--- src/rtl/irq_src_pkg.sv ---
package irq_src_pkg;
  typedef enum logic [2:0] {
    ST_IDLE  = 3'd0,
    ST_PEND  = 3'd1,
    ST_PRES  = 3'd2,
    ST_ACC   = 3'd3,
    ST_RWAIT = 3'd4
  } src_state_t;
endpackage

--- src/rtl/irq_edge_det.sv ---
module irq_edge_det (
  input  logic clk,
  input  logic rst,
  input  logic lvl,
  output logic rise
);
  logic lvl_q;

  always_ff @(posedge clk) begin
    if (rst) lvl_q <= 1'b0;
    else     lvl_q <= lvl;
  end

  assign rise = lvl & ~lvl_q;
endmodule

--- src/rtl/irq_backoff_timer.sv ---
module irq_backoff_timer #(
  parameter int CW = 8
) (
  input  logic          clk,
  input  logic          rst,
  input  logic          load,
  input  logic [CW-1:0] load_val,
  input  logic          run,
  output logic          expire
);
  localparam logic [CW-1:0] ONE = CW'(1);
  logic [CW-1:0] cnt_q;

  always_ff @(posedge clk) begin
    if (rst)                    cnt_q <= '0;
    else if (load)              cnt_q <= (load_val == '0) ? ONE : load_val;
    else if (run && cnt_q > ONE) cnt_q <= cnt_q - ONE;
  end

  assign expire = (cnt_q <= ONE);
endmodule

--- src/rtl/irq_src_cfg.sv ---
module irq_src_cfg #(
  parameter int PW            = 8,
  parameter int CW            = 8,
  parameter int DEFAULT_DELAY = 16
) (
  input  logic          clk,
  input  logic          rst,
  input  logic          prio_wr,
  input  logic [PW-1:0] prio_wdata,
  input  logic          delay_wr,
  input  logic [CW-1:0] delay_wdata,
  output logic [PW-1:0] prio_q,
  output logic [CW-1:0] delay_q
);
  localparam logic [CW-1:0] DELAY_RST = CW'(DEFAULT_DELAY);

  always_ff @(posedge clk) begin
    if (rst) begin
      prio_q  <= '0;
      delay_q <= DELAY_RST;
    end else begin
      if (prio_wr)  prio_q  <= prio_wdata;
      if (delay_wr) delay_q <= delay_wdata;
    end
  end
endmodule

--- src/rtl/irq_src_ctrl.sv ---
module irq_src_ctrl
  import irq_src_pkg::*;
(
  input  logic       clk,
  input  logic       rst,
  input  logic       rise,
  input  logic       accept,
  input  logic       reject,
  input  logic       eoi,
  input  logic       mask_set,
  input  logic       mask_clr,
  input  logic       tmr_expire,
  output logic       tmr_load,
  output logic       tmr_run,
  output logic       mask_q,
  output logic       present_q,
  output src_state_t state_q
);
  src_state_t state_d;
  logic rearm_q, rearm_d;
  logic ghost_q, ghost_d;
  logic mask_d, unmask;

  assign unmask = mask_clr & ~mask_set & mask_q;
  assign mask_d = mask_set ? 1'b1 : (mask_clr ? 1'b0 : mask_q);

  always_comb begin
    state_d  = state_q;
    rearm_d  = rearm_q;
    ghost_d  = ghost_q;
    tmr_load = 1'b0;
    tmr_run  = 1'b0;
    case (state_q)
      ST_IDLE: begin
        if (rise) begin
          state_d = ST_PEND;
          ghost_d = mask_q;
        end
      end
      ST_PEND: begin
        if (!mask_q) state_d = ST_PRES;
      end
      ST_PRES: begin
        if (accept) begin
          state_d = ST_ACC;
        end else if (reject) begin
          state_d  = ST_RWAIT;
          tmr_load = 1'b1;
        end
      end
      ST_ACC: begin
        if (eoi) begin
          rearm_d = 1'b0;
          if (rearm_q || rise) begin
            state_d = ST_PEND;
            if (!rearm_q) ghost_d = mask_q;
          end else begin
            state_d = ST_IDLE;
            ghost_d = 1'b0;
          end
        end else if (rise) begin
          rearm_d = 1'b1;
          if (!rearm_q) ghost_d = mask_q;
        end
      end
      ST_RWAIT: begin
        tmr_run = 1'b1;
        if (tmr_expire) state_d = ST_PEND;
      end
      default: state_d = ST_IDLE;
    endcase

    if (unmask && ghost_q) begin
      ghost_d = 1'b0;
      rearm_d = 1'b0;
      if (state_q == ST_PEND)                         state_d = ST_IDLE;
      else if (state_q == ST_ACC && eoi && !rise)     state_d = ST_IDLE;
    end
  end

  always_ff @(posedge clk) begin
    if (rst) begin
      state_q   <= ST_IDLE;
      rearm_q   <= 1'b0;
      ghost_q   <= 1'b0;
      mask_q    <= 1'b0;
      present_q <= 1'b0;
    end else begin
      state_q   <= state_d;
      rearm_q   <= rearm_d;
      ghost_q   <= ghost_d;
      mask_q    <= mask_d;
      present_q <= (state_d == ST_PRES);
    end
  end
endmodule

--- src/rtl/irq_edge_source.sv ---
module irq_edge_source
  import irq_src_pkg::*;
#(
  parameter int PW            = 8,
  parameter int CW            = 8,
  parameter int DEFAULT_DELAY = 16
) (
  input  logic          clk,
  input  logic          rst,
  input  logic          irq_in,
  input  logic          accept,
  input  logic          reject,
  input  logic          eoi,
  input  logic          mask_set,
  input  logic          mask_clr,
  input  logic          prio_wr,
  input  logic [PW-1:0] prio_wdata,
  input  logic          delay_wr,
  input  logic [CW-1:0] delay_wdata,
  output logic          present_valid,
  output logic [PW-1:0] present_prio,
  output logic [2:0]    state_o
);
  logic          rise;
  logic          tmr_load, tmr_run, tmr_expire;
  logic          mask_q;
  logic [CW-1:0] delay_q;
  src_state_t    state_q;

  irq_edge_det u_edge (
    .clk  (clk),
    .rst  (rst),
    .lvl  (irq_in),
    .rise (rise)
  );

  irq_src_cfg #(.PW(PW), .CW(CW), .DEFAULT_DELAY(DEFAULT_DELAY)) u_cfg (
    .clk         (clk),
    .rst         (rst),
    .prio_wr     (prio_wr),
    .prio_wdata  (prio_wdata),
    .delay_wr    (delay_wr),
    .delay_wdata (delay_wdata),
    .prio_q      (present_prio),
    .delay_q     (delay_q)
  );

  irq_backoff_timer #(.CW(CW)) u_tmr (
    .clk      (clk),
    .rst      (rst),
    .load     (tmr_load),
    .load_val (delay_q),
    .run      (tmr_run),
    .expire   (tmr_expire)
  );

  irq_src_ctrl u_ctrl (
    .clk        (clk),
    .rst        (rst),
    .rise       (rise),
    .accept     (accept),
    .reject     (reject),
    .eoi        (eoi),
    .mask_set   (mask_set),
    .mask_clr   (mask_clr),
    .tmr_expire (tmr_expire),
    .tmr_load   (tmr_load),
    .tmr_run    (tmr_run),
    .mask_q     (mask_q),
    .present_q  (present_valid),
    .state_q    (state_q)
  );

  assign state_o = state_q;
endmodule

--- config.mk ---
export PLATFORM = sky130hd
export DESIGN_NAME = irq_edge_source
export DESIGN_NICKNAME = d
export VERILOG_FILES = /design/src/rtl/irq_src_pkg.sv /design/src/rtl/irq_edge_det.sv /design/src/rtl/irq_backoff_timer.sv /design/src/rtl/irq_src_cfg.sv /design/src/rtl/irq_src_ctrl.sv /design/src/rtl/irq_edge_source.sv
export SDC_FILE = /design/constraint.sdc
export NUM_CORES = 1
export LEC_CHECK = 0
export BUFFER_PORTS_ARGS = -buffer_cell sky130_fd_sc_hd__buf_2
export CORE_ASPECT_RATIO = 1.5
export CORE_UTILIZATION = 52
export CTS_CLUSTER_DIAMETER = 80
export DETAILED_ROUTE_END_ITERATION = 10
export HOLD_SLACK_MARGIN = 0.06
export PLACE_DENSITY = 0.78
export RECOVER_POWER = 50
export SYNTH_ARGS = -nofsm -noshare
export SYNTH_HDL_FRONTEND = slang
export SYNTH_SLANG_ARGS = --single-unit
--- constraint.sdc ---
create_clock -name clk -period 2.01 [get_ports clk]
set_input_delay 0.3015 -clock clk [delete_from_list [all_inputs] [get_ports clk]]
set_output_delay 0.3015 -clock clk [all_outputs]
set_load 0.05 [all_outputs]
==> summary.txt, run 1 <==
Layout
  • Share of cells above drive strength 1: 24.9%
  • Area of the multi-input gates: 826 um2
  • Diode count: 0
  • Post-Layout Cell Count: 238
  • Storage cell area: 641 um2
  • Filler cells: 250
  • Nets: 228
  • Area growth from synthesis to layout: 18.6%

Routing
  • Drt drc: 0
  • WL per Instance: 14.1 um
  • Final ANT Viol Nets: 0
  • Vias per inst: 5.52
  • Initial DRC count: 23
  • DR vias: 1,313
  • Detailed Route WL: 3360 um
  • Drt first pass iters: 4

Synth
  • Most used DFF post-synth: dfxtp_1
  • Mapped Nets: 192
  • EDFF count, synth: 0
  • Mapped Avg Cell Area: 9.38 um2
  • Yosys warns: 0
  • Yosys reg bits: 32
  • Ys async rst share: 0%
  • Synth unique cells: 47
  • Mapped Area: 1540 um2
  • Gate count of the mapped netlist: 164
  • Sequential-to-total area share from yosys stat: 41.6%

Worst setup path
  • Crit start category: register
  • WP data arrival: 2000 ps
  • Critical path, cell by cell: inv_1 > ha_1 > nor2_1 > o2111ai_2 > or3_1 > a311oi_1
  • Worst path max stage delay: 390 ps
  • CP max stage cell: dfxtp_1
  • Critical path class: reg2reg
  • WP data required: 2180 ps
  • Max FO, Critical Path: 5
  • Crit end category: register

Clocking
  • Clock sink count: 32
  • Bufs on Longest Clock Path: 2
  • CTS Buf Count: 5
  • Setup bufs post-CTS: 0
  • Hold_buf cts: 0
  • CTS resizes: 0
  • Clock root cell: clkbuf_8
  • Htree depth: 2
  • CTS clk-pin slew, worst paths: 70 ps
  • CTS tree: built
  • Clk_lat worst skew: 280 ps

Timing
  • Clk_skew: 8.44 ps
  • F_max: 0.547 GHz
  • Slew Limit Fails: 0
  • Final period util: 91.0%
  • RSZ-0062 raised after global routing: false
  • Worst setup margin: 181 ps
  • Final setup fails: 0
  • Setup_tns: 0 ps
  • Tmin final: 1830 ps
  • Final Hold Vio Count: 0
  • Slew @ Worst Pin: 1320 ps
  • Relative slew slack: 12.1%

Place
  • Cell total after placement: 230
  • Detailed Place HPWL: 2480 um
  • Pre-CTS WS: 176 ps
  • Port Buffers: 37
  • Routability-driven placement congestion ratio: 0.766

Floorplan
  • Ports: 38
  • Die Ht: 68.6 um
  • Initial core utilization: 56.3%
  • Die Width: 46.4 um
  • Site Rows: 23
  • Full die area: 3190 um2
  • Core Area: 2730 um2

Global routing
  • Largest net degree at the start of global routing: 32
  • First-pass GRT wire length: 5530 um
  • Vias in the first global route: 1,330
  • Remaining global-route overflow: 0
  • Initial antenna violation count: 0
  • GRT Overall Usage: 24.4%

Pwr
  • Sw power: 384 uW
  • Design Power: 1.49 mW
  • Sw Ratio: 25.7%
  • Sequential share of power: 46.5%
  • P_int: 1.11 mW
  • Comb power frac: 13.7%
  • Clk network pwr share: 39.8%
  • Pwr/cell area: 818 nW/um2
  • Pleak: 0.792 nW
  • Worst vdd ir: 0.535 mV

Outcome
  • Status: complete, no violations

Job
  • Max_cap viols: 0

Min path
  • Hold Path Class: in2reg
-- stage by stage --
| stage | utilization, % | hold slack (ps) | cell area (um2) |
|---|---|---|---|
| after CTS | 67.0 | 217 | 1830 |
| final | 66.8 | 224 | 1830 |
| after floorplan | - | 419 | 1540 |
| after global routing | 66.8 | 222 | 1830 |
| after detailed placement | 63.1 | 453 | 1720 |
| after global placement | 63.1 | 447 | 1720 |
-- routing by layer --
layer	vias up	track usage, %	share of wire [%]
li1	657	-	-
met1	620	24.5	39
met2	29	44.4	55
met3	7	6.25	3.5
met4	0	11.8	2.4
met5	-	0	0
-- Yosys cell counts, types with 3 or more instances --
master    instances  share of area, %
a21oi_1           6               2.0
dfxtp_1          32                42
nor2b_1           6               2.4
nor2_1           25               6.1
nand2_1           7               1.7
nand2b_1          3               1.2
mux2i_1          18                12
a31oi_1           4               1.6
or3_1             3               1.2
nand3_1           5               1.6
buf_1             3              0.73
inv_1             7               1.7
-- cell usage in the layout (no fill, tap or decap), drive strengths merged, types with 4 or more instances in the layout --
cell type and count:
nand3 5, dfxtp 32, nand2 7, inv 7, a21oi 6, or3 4, mux2i 18, a31oi 4
clkbuf 11, buf 32, nor2 25, nor2b 6
-- registers in the layout, indices dropped and copies added, names as in the netlist --
name	flops
u_edge.lvl_q	1
u_ctrl.mask_q	1
u_cfg.delay_q	8
u_ctrl.present_q	1
u_ctrl.state_q	3
u_tmr.cnt_q	8
u_cfg.prio_q	8
u_ctrl.ghost_q	1
u_ctrl.rearm_q	1
-- path summary, 6_finish.rpt --
path / slack [ps] / to / cells past startpoint / start
worst max-delay path: 180 / u_tmr.cnt_q[7] / 6 / u_tmr.cnt_q[0]
worst min-delay path: 220 / u_cfg.delay_q[4] / 2 / delay_wdata[4]
worst max register to register: 180 / u_tmr.cnt_q[7] / 6 / u_tmr.cnt_q[0]
worst min register to register: 460 / u_ctrl.ghost_q / 2 / u_ctrl.ghost_q
-- critical path, delay by kind of cell, from the launching register on --
kind	cells	cell delay [ps]
flip-flops	1	390
adder cells (fa/ha/maj)	1	220
AO/OA/AOI/OAI	2	420
AND/OR/NAND/NOR	2	640
buffers and inverters	1	70
-- power by group through the flow --
stage | Clock [mW] | Combinational, mW | Sequential [mW]
floorplan | 0 | 0.114 | 0.746
global placement | 0 | 0.201 | 0.705
detailed placement | 0 | 0.206 | 0.707
CTS | 0.607 | 0.208 | 0.694
global route | 0.636 | 0.222 | 0.698
finish | 0.594 | 0.205 | 0.694
-- cells by family (layout without fill, tap and decap cells) --
logic type / count (synthesis) / count (layout) / share of synthesized area, %
AND/OR/NAND/NOR: 64 / 64 / 22.3
flip-flops: 32 / 32 / 41.6
AO/OA/AOI/OAI: 31 / 31 / 16.7
multiplexers: 19 / 19 / 12.4
buffers and inverters: 15 / 52 / 4.72
adder cells (fa/ha/maj): 2 / 2 / 1.63
XOR/XNOR: 1 / 1 / 0.569
-- cell type report --
cell class                      instances  share of cell area, %
Multi-Input combinational cell        117                   45.2
Inverter                                7                   1.44
Sequential cell                        32                   35.1
Tap cell                               37                   2.54
Timing Repair Buffer                   37                   9.80
Clock buffer                            6                   3.98
Clock inverter                          2                   1.92
(Power assumes the default switching activity.)
==> inputs of run 2 (changes only) <==
--- a/config.mk
+++ b/config.mk
@@ -7,11 +7,11 @@
 export LEC_CHECK = 0
 export BUFFER_PORTS_ARGS = -buffer_cell sky130_fd_sc_hd__buf_2
 export CORE_ASPECT_RATIO = 1.5
-export CORE_UTILIZATION = 52
+export CORE_UTILIZATION = 40
 export CTS_CLUSTER_DIAMETER = 80
+export CTS_CLUSTER_SIZE = 40
 export DETAILED_ROUTE_END_ITERATION = 10
 export HOLD_SLACK_MARGIN = 0.06
-export PLACE_DENSITY = 0.78
 export RECOVER_POWER = 50
 export SYNTH_ARGS = -nofsm -noshare
 export SYNTH_HDL_FRONTEND = slang
==> run 2 against run 1 <==
Non-clock buffer count stayed put. Total power is 4.5% higher. Worst hold slack better by 9.1 ps. First-iteration DRC count is 22% higher. Clock power is 11% higher. Global-route usage is 6.4 points lower. Combinational power hardly changed. Sequential share of layout area is 0.52 points lower. Clock skew is 4.6 ps lower. Count of clock-buffer cells in the layout is 1 higher. Critical path depth stayed put. Largest cell class unchanged.
==> summary.txt, run 2 (synthesized netlist as in run 1, its figures left out) <==
Layout
  • Area growth from synthesis to layout: 20.4% (was 18.6%)
  • Most frequent cells in the layout: 33 x buf_2, 32 x dfxtp_1, 25 x nor2_1, 18 x mux2i_1 (was 32 x buf_2, 32 x dfxtp_1, 25 x nor2_1, 18 x mux2i_1)
  • Diode count: 0 (unchanged)
  • Filler cells: 377 (was 250)
  • Nets: 228 (unchanged)
  • Core Util, Final: 50.3% (was 66.8%)
  • Most common cell after layout, fill and taps aside: buf_2
  • Largest registers: u_cfg.delay_q x8, u_cfg.prio_q x8, u_tmr.cnt_q x8 (unchanged)
  • Storage cell area: 641 um2 (unchanged)
  • Area of the multi-input gates: 826 um2 (unchanged)
  • Share of cells above drive strength 1: 25.9% (was 24.9%)

Global routing
  • Remaining global-route overflow: 0 (unchanged)
  • First-pass GRT wire length: 5460 um (was 5530 um)
  • GRT Overall Usage: 18.0% (was 24.4%)
  • Largest net degree at the start of global routing: 32 (unchanged)
  • Initial antenna violation count: 0 (unchanged)
  • Vias in the first global route: 1,299 (was 1,330)

Routing
  • Detailed Route WL: 3350 um (was 3360 um)
  • WL per Instance: 13.7 um (was 14.1 um)
  • Drt first pass iters: 4 (unchanged)
  • Drt drc: 0 (unchanged)
  • Initial DRC count: 28 (was 23)
  • DR vias: 1,322 (was 1,313)
  • Vias per inst: 5.42 (was 5.52)
  • Final ANT Viol Nets: 0 (unchanged)

Timing
  • RSZ-0062 raised after global routing: false (unchanged)
  • Slew @ Worst Pin: 595 ps (was 1320 ps)
  • Slew Limit Fails: 0 (unchanged)
  • Final setup fails: 0 (unchanged)
  • F_max: 0.565 GHz (was 0.547 GHz)
  • Final Hold Vio Count: 0 (unchanged)
  • Relative slew slack: 60.5% (was 12.1%)
  • Clk_skew: 3.88 ps (was 8.44 ps)
  • Final period util: 88.0% (was 91.0%)
  • Tmin final: 1770 ps (was 1830 ps)
  • Setup_tns: 0 ps (unchanged)

Place
  • Port Buffers: 37 (unchanged)
  • Detailed Place HPWL: 2480 um (about the same)
  • Routability-driven placement congestion ratio: 0.745 (was 0.766)

Pwr
  • Comb power frac: 13.2% (was 13.7%)
  • Sw Ratio: 24.4% (was 25.7%)
  • Sequential share of power: 44.5% (was 46.5%)
  • Pleak: 0.804 nW (was 0.792 nW)
  • Worst vdd ir: 0.582 mV (was 0.535 mV)
  • Pwr/cell area: 841 nW/um2 (was 818 nW/um2)
  • Sw power: 381 uW (was 384 uW)
  • Clk network pwr share: 42.3% (was 39.8%)
  • P_int: 1.18 mW (was 1.11 mW)

Floorplan
  • Initial core utilization: 41.8% (was 56.3%)
  • Full die area: 4100 um2 (was 3190 um2)
  • Site Rows: 27 (was 23)
  • Die Width: 52.6 um (was 46.4 um)
  • Ports: 38 (unchanged)
  • Core Area: 3680 um2 (was 2730 um2)
  • Die Ht: 78.0 um (was 68.6 um)

Clocking
  • CTS clk-pin slew, worst paths: 60 ps (was 70 ps)
  • Clock root cell: clkbuf_8 (unchanged)
  • Setup bufs post-CTS: 0 (unchanged)
  • Bufs on Longest Clock Path: 2 (unchanged)
  • CTS tree: built (unchanged)
  • Clock sink count: 32 (unchanged)
  • Htree depth: 2 (unchanged)
  • CTS resizes: 0 (unchanged)
  • Clk_lat worst skew: 270 ps (was 280 ps)
  • Hold_buf cts: 0 (unchanged)
  • CTS Buf Count: 5 (unchanged)

Worst setup path
  • R2R depth: 6 (unchanged)
  • WP data required: 2200 ps (was 2180 ps)
  • Reg2reg end: u_tmr.cnt_q[7] (unchanged)
  • Critical path class: reg2reg (unchanged)
  • FF-to-FF setup slack: 240 ps (was 180 ps)
  • Crit start category: register (unchanged)
  • WP data arrival: 1960 ps (was 2000 ps)
  • Crit end category: register (unchanged)
  • Max FO, Critical Path: 5 (unchanged)
  • Worst r2r src: u_tmr.cnt_q[0] (unchanged)

Outcome
  • Status: complete, no violations (unchanged)

Min path
  • Hold EP: u_cfg.delay_q[4] (unchanged)
  • Worst hold stages: 2 (unchanged)
  • Hold Path Class: in2reg (unchanged)
  • Hold Crit Start: delay_wdata[4] (unchanged)

Job
  • Max_cap viols: 0 (unchanged)
==> run 2: changes by cell type in the layout (fill, tap and decap cells not counted) <==
cell / delta
buf_2: +1
clkbuf_1: -2
clkinv_2: -1
clkbuf_8: +2
==> run 2: power by group through the flow <==
stage,logic (mW),clock network [mW],registers [mW]
floorplan,0.114,0,0.746
global placement,0.203,0,0.705
detailed placement,0.207,0,0.708
CTS,0.208,0.681,0.694
global route,0.222,0.718,0.698
finish,0.205,0.660,0.694
==> run 2: cell type report <==
cell class | instances | area share [%]
inverters | 7 | 1.42
multi-input cells | 117 | 44.6
repair buffers | 37 | 9.72
clock buffers | 7 | 5.20
well taps | 43 | 2.90
flip-flops and latches | 32 | 34.6
clock inverters | 1 | 1.62
==> run 2: how the worst max path moves through the flow <==
| stage | slack (ps) | from | end | depth (start not counted) |
|---|---|---|---|---|
| floorplan | 130 | u_ctrl.state_q[2] | u_tmr.cnt_q[7] | 4 |
| finish | 240 | u_tmr.cnt_q[0] | u_tmr.cnt_q[7] | 6 |
| detailed placement | 210 | u_tmr.cnt_q[0] | u_tmr.cnt_q[7] | 6 |
| global route | 60 | u_ctrl.state_q[1] | u_tmr.cnt_q[0] | 4 |
| global placement | 310 | u_tmr.cnt_q[0] | u_tmr.cnt_q[7] | 6 |
| CTS | 240 | u_tmr.cnt_q[0] | u_tmr.cnt_q[7] | 6 |
==> run 2: critical path, stage by stage, from the launching register on <==
cell and delay, ps:
dfxtp_1 390, inv_1 60, ha_1 210, nor2_1 300, o2111ai_2 150, or3_1 330
a311oi_1 240
==> run 2: stage by stage <==
step	area [um2]	hold slack [ps]	std cells	setup WS [ps]	total power [mW]
after global routing	1850	227	244	64.9	1.64
final	1850	233	244	240	1.56
after detailed placement	1730	479	236	215	0.915
after CTS	1860	225	244	236	1.58
after global placement	1730	445	236	308	0.909
after floorplan	1540	419	164	132	0.860
==> run 2: routing by layer <==
| metal | routed length, um | vias to the layer above | GRT usage, % |
|---|---|---|---|
| met5 | 0 | - | 0 |
| met1 | 1390 | 632 | 18.0 |
| li1 | - | 659 | - |
| met3 | 125 | 2 | 4.31 |
| met2 | 1810 | 29 | 32.9 |
| met4 | 25 | 0 | 8.42 |
==> inputs of run 3 (changes only) <==
--- a/config.mk
+++ b/config.mk
@@ -6,7 +6,6 @@
 export NUM_CORES = 1
 export LEC_CHECK = 0
 export BUFFER_PORTS_ARGS = -buffer_cell sky130_fd_sc_hd__buf_2
-export CORE_ASPECT_RATIO = 1.5
 export CORE_UTILIZATION = 40
 export CTS_CLUSTER_DIAMETER = 80
 export CTS_CLUSTER_SIZE = 40
==> run 3 against run 2 <==
Register-to-register slack worse by 40 ps. Via count down 2.8%. Global-route usage down 0.43 points. Utilization down 0.26 points. Clock power down 4.7%. Count of clock-buffer cells in the layout down 2. Maximum frequency down 2.1%. Clock skew up 1.5 ps. Sequential power about the same. Cell count up 2.0%. Critical path depth down 2. Wire length down 5.2%. Critical endpoint is now u_tmr.cnt_q[4]. Largest power group unchanged.
==> summary.txt, run 3 (synthesized netlist as in run 1, its figures left out) <==
Clocking
  • Bufs on Longest Clock Path: 2 (unchanged)
  • CTS resizes: 0 (unchanged)
  • CTS clk-pin slew, worst paths: 70 ps (was 60 ps)
  • Clock sink count: 32 (unchanged)
  • Setup bufs post-CTS: 0 (unchanged)
  • CTS Buf Count: 5 (unchanged)
  • Htree depth: 2 (unchanged)
  • Hold_buf cts: 0 (unchanged)
  • CTS tree: built (unchanged)
  • Clock root cell: clkbuf_8 (unchanged)
  • Clk_lat worst skew: 280 ps (was 270 ps)

Timing
  • Final Hold Vio Count: 0 (unchanged)
  • Slew Limit Fails: 0 (unchanged)
  • Relative slew slack: 7.40% (was 60.5%)
  • Clk_skew: 5.41 ps (was 3.88 ps)
  • Setup_tns: 0 ps (unchanged)
  • RSZ-0062 raised after global routing: false (unchanged)
  • Final period util: 89.9% (was 88.0%)
  • Tmin final: 1810 ps (was 1770 ps)
  • Final setup fails: 0 (unchanged)
  • Slew @ Worst Pin: 1390 ps (was 595 ps)
  • F_max: 0.553 GHz (was 0.565 GHz)
  • Worst setup margin: 202 ps (was 240 ps)
  • Fin Hold WS: 216 ps (was 233 ps)

Place
  • Routability-driven placement congestion ratio: 0.857 (was 0.745)
  • Detailed Place HPWL: 2320 um (was 2480 um)
  • Port Buffers: 37 (unchanged)
  • Post-DP Area: 1740 um2 (was 1730 um2)
  • Pre-CTS WS: 228 ps (was 215 ps)

Routing
  • Metal3 WL: 170 um (was 125 um)
  • Met2 WL post-DR: 1480 um (was 1810 um)
  • Drt first pass iters: 4 (unchanged)
  • Top Metal Used: met4 (unchanged)
  • Met1 WL: 1460 um (was 1390 um)
  • Initial DRC count: 82 (was 28)
  • WL per Instance: 12.7 um (was 13.7 um)
  • Drt drc: 0 (unchanged)
  • Detailed Route WL: 3170 um (was 3350 um)
  • Final ANT Viol Nets: 0 (unchanged)
  • Vias per inst: 5.16 (was 5.42)
  • DR vias: 1,285 (was 1,322)

Floorplan
  • Core Area: 3690 um2 (was 3680 um2)
  • Ports: 38 (unchanged)
  • Die Ht: 64.0 um (was 78.0 um)
  • Full die area: 4100 um2 (about the same)
  • Site Rows: 22 (was 27)
  • Die Width: 64.0 um (was 52.6 um)
  • Initial core utilization: 41.7% (was 41.8%)

Worst setup path
  • CP delay by family, top: simple AND/OR/NAND/NOR gates (unchanged)
  • CP bufs+invs: 0 (was 1)
  • Critical path, cell by cell: nor3b_1 > nand2b_1 > o311ai_1 > a31oi_1 (was inv_1 > ha_1 > nor2_1 > o2111ai_2 > or3_1 > a311oi_1)
  • Critical path class: reg2reg (unchanged)
  • Crit start category: register (unchanged)
  • Max FO, Critical Path: 12 (was 5)
  • Worst path max stage delay: 600 ps (was 390 ps)
  • Reg2reg end: u_tmr.cnt_q[4] (was u_tmr.cnt_q[7])
  • WP data arrival: 1920 ps (was 1960 ps)
  • Worst r2r src: u_ctrl.state_q[1] (was u_tmr.cnt_q[0])
  • Crit end category: register (unchanged)
  • CP max stage cell: dfxtp_1 (unchanged)
  • WP data required: 2120 ps (was 2200 ps)
  • R2R depth: 4 (was 6)
  • FF-to-FF setup slack: 200 ps (was 240 ps)

Job
  • Max_cap viols: 0 (unchanged)

Pwr
  • Pleak: 0.791 nW (was 0.804 nW)
  • P_int: 1.11 mW (was 1.18 mW)
  • Clk network pwr share: 41.2% (was 42.3%)
  • Sequential share of power: 45.4% (was 44.5%)
  • Worst vdd ir: 0.513 mV (was 0.582 mV)
  • Pwr/cell area: 826 nW/um2 (was 841 nW/um2)
  • Comb power frac: 13.4% (was 13.2%)
  • Sw power: 412 uW (was 381 uW)
  • Sw Ratio: 27.0% (was 24.4%)

Global routing
  • Remaining global-route overflow: 0 (unchanged)
  • First-pass GRT wire length: 5530 um (was 5460 um)
  • Largest net degree at the start of global routing: 32 (unchanged)
  • GRT Overall Usage: 17.5% (was 18.0%)
  • Initial antenna violation count: 0 (unchanged)
  • Vias in the first global route: 1,277 (was 1,299)

Layout
  • Final instance area: 1850 um2 (about the same)
  • Most frequent cells in the layout: 32 x buf_2, 32 x dfxtp_1, 25 x nor2_1, 18 x mux2i_1 (was 33 x buf_2, 32 x dfxtp_1, 25 x nor2_1, 18 x mux2i_1)
  • Nets: 228 (unchanged)
  • Core Util, Final: 50.1% (was 50.3%)
  • Share of cells above drive strength 1: 25.4% (was 25.9%)
  • Filler cells: 364 (was 377)
  • Area growth from synthesis to layout: 20.0% (was 20.4%)
  • Diode count: 0 (unchanged)
  • Largest registers: u_cfg.delay_q x8, u_cfg.prio_q x8, u_tmr.cnt_q x8 (unchanged)

Min path
  • Hold EP: u_cfg.delay_q[4] (unchanged)
  • Hold Crit Start: delay_wdata[4] (unchanged)
  • Worst hold stages: 2 (unchanged)
  • Hold Path Class: in2reg (unchanged)

Outcome
  • Status: complete, no violations (unchanged)
## run 3: changes by cell type in the layout (fill, tap and decap cells not counted)
cell	previous run	this run
clkbuf_1	4	5
clkinvlp_4	0	1
inv_6	0	1
buf_2	33	32
clkbuf_8	7	5
## run 3: how the worst max path moves through the flow
stage,from,endpoint,slack [ps],depth (start not counted)
3_3_place_gp,u_tmr.cnt_q[0],u_tmr.cnt_q[7],310,6
3_5_place_dp,u_tmr.cnt_q[0],u_tmr.cnt_q[7],230,6
5_1_grt,u_ctrl.state_q[1],u_tmr.cnt_q[4],40,4
2_1_floorplan,u_ctrl.state_q[2],u_tmr.cnt_q[7],130,4
6_report,u_ctrl.state_q[1],u_tmr.cnt_q[4],200,4
4_1_cts,u_tmr.cnt_q[0],u_tmr.cnt_q[7],210,6
## run 3: per-stage QoR
stage	cells	total power, mW
after global placement	241	0.908
after CTS	249	1.55
after global routing	249	1.59
after detailed placement	241	0.913
final	249	1.53
after floorplan	164	0.860
## run 3: power by group through the flow
stage / registers (mW) / clock network, mW / logic [mW]
4_1_cts: 0.693 / 0.648 / 0.207
6_report: 0.693 / 0.629 / 0.204
5_1_grt: 0.698 / 0.673 / 0.221
2_1_floorplan: 0.746 / 0 / 0.114
3_5_place_dp: 0.707 / 0 / 0.206
3_3_place_gp: 0.706 / 0 / 0.202
## run 3: layout make-up
type | instances | area [um2] | share of cell area (%)
well taps | 48 | 60.1 | 3.25
clock inverters | 3 | 46.3 | 2.51
inverters | 7 | 26.3 | 1.42
multi-input cells | 117 | 826 | 44.7
repair buffers | 37 | 179 | 9.69
flip-flops and latches | 32 | 641 | 34.7
clock buffers | 5 | 68.8 | 3.73
## run 3: layer usage
metal,global-route usage [%],up-vias
met5,0,-
met4,9.94,0
met3,5.71,6
met2,26.9,29
met1,21.5,584
li1,-,666
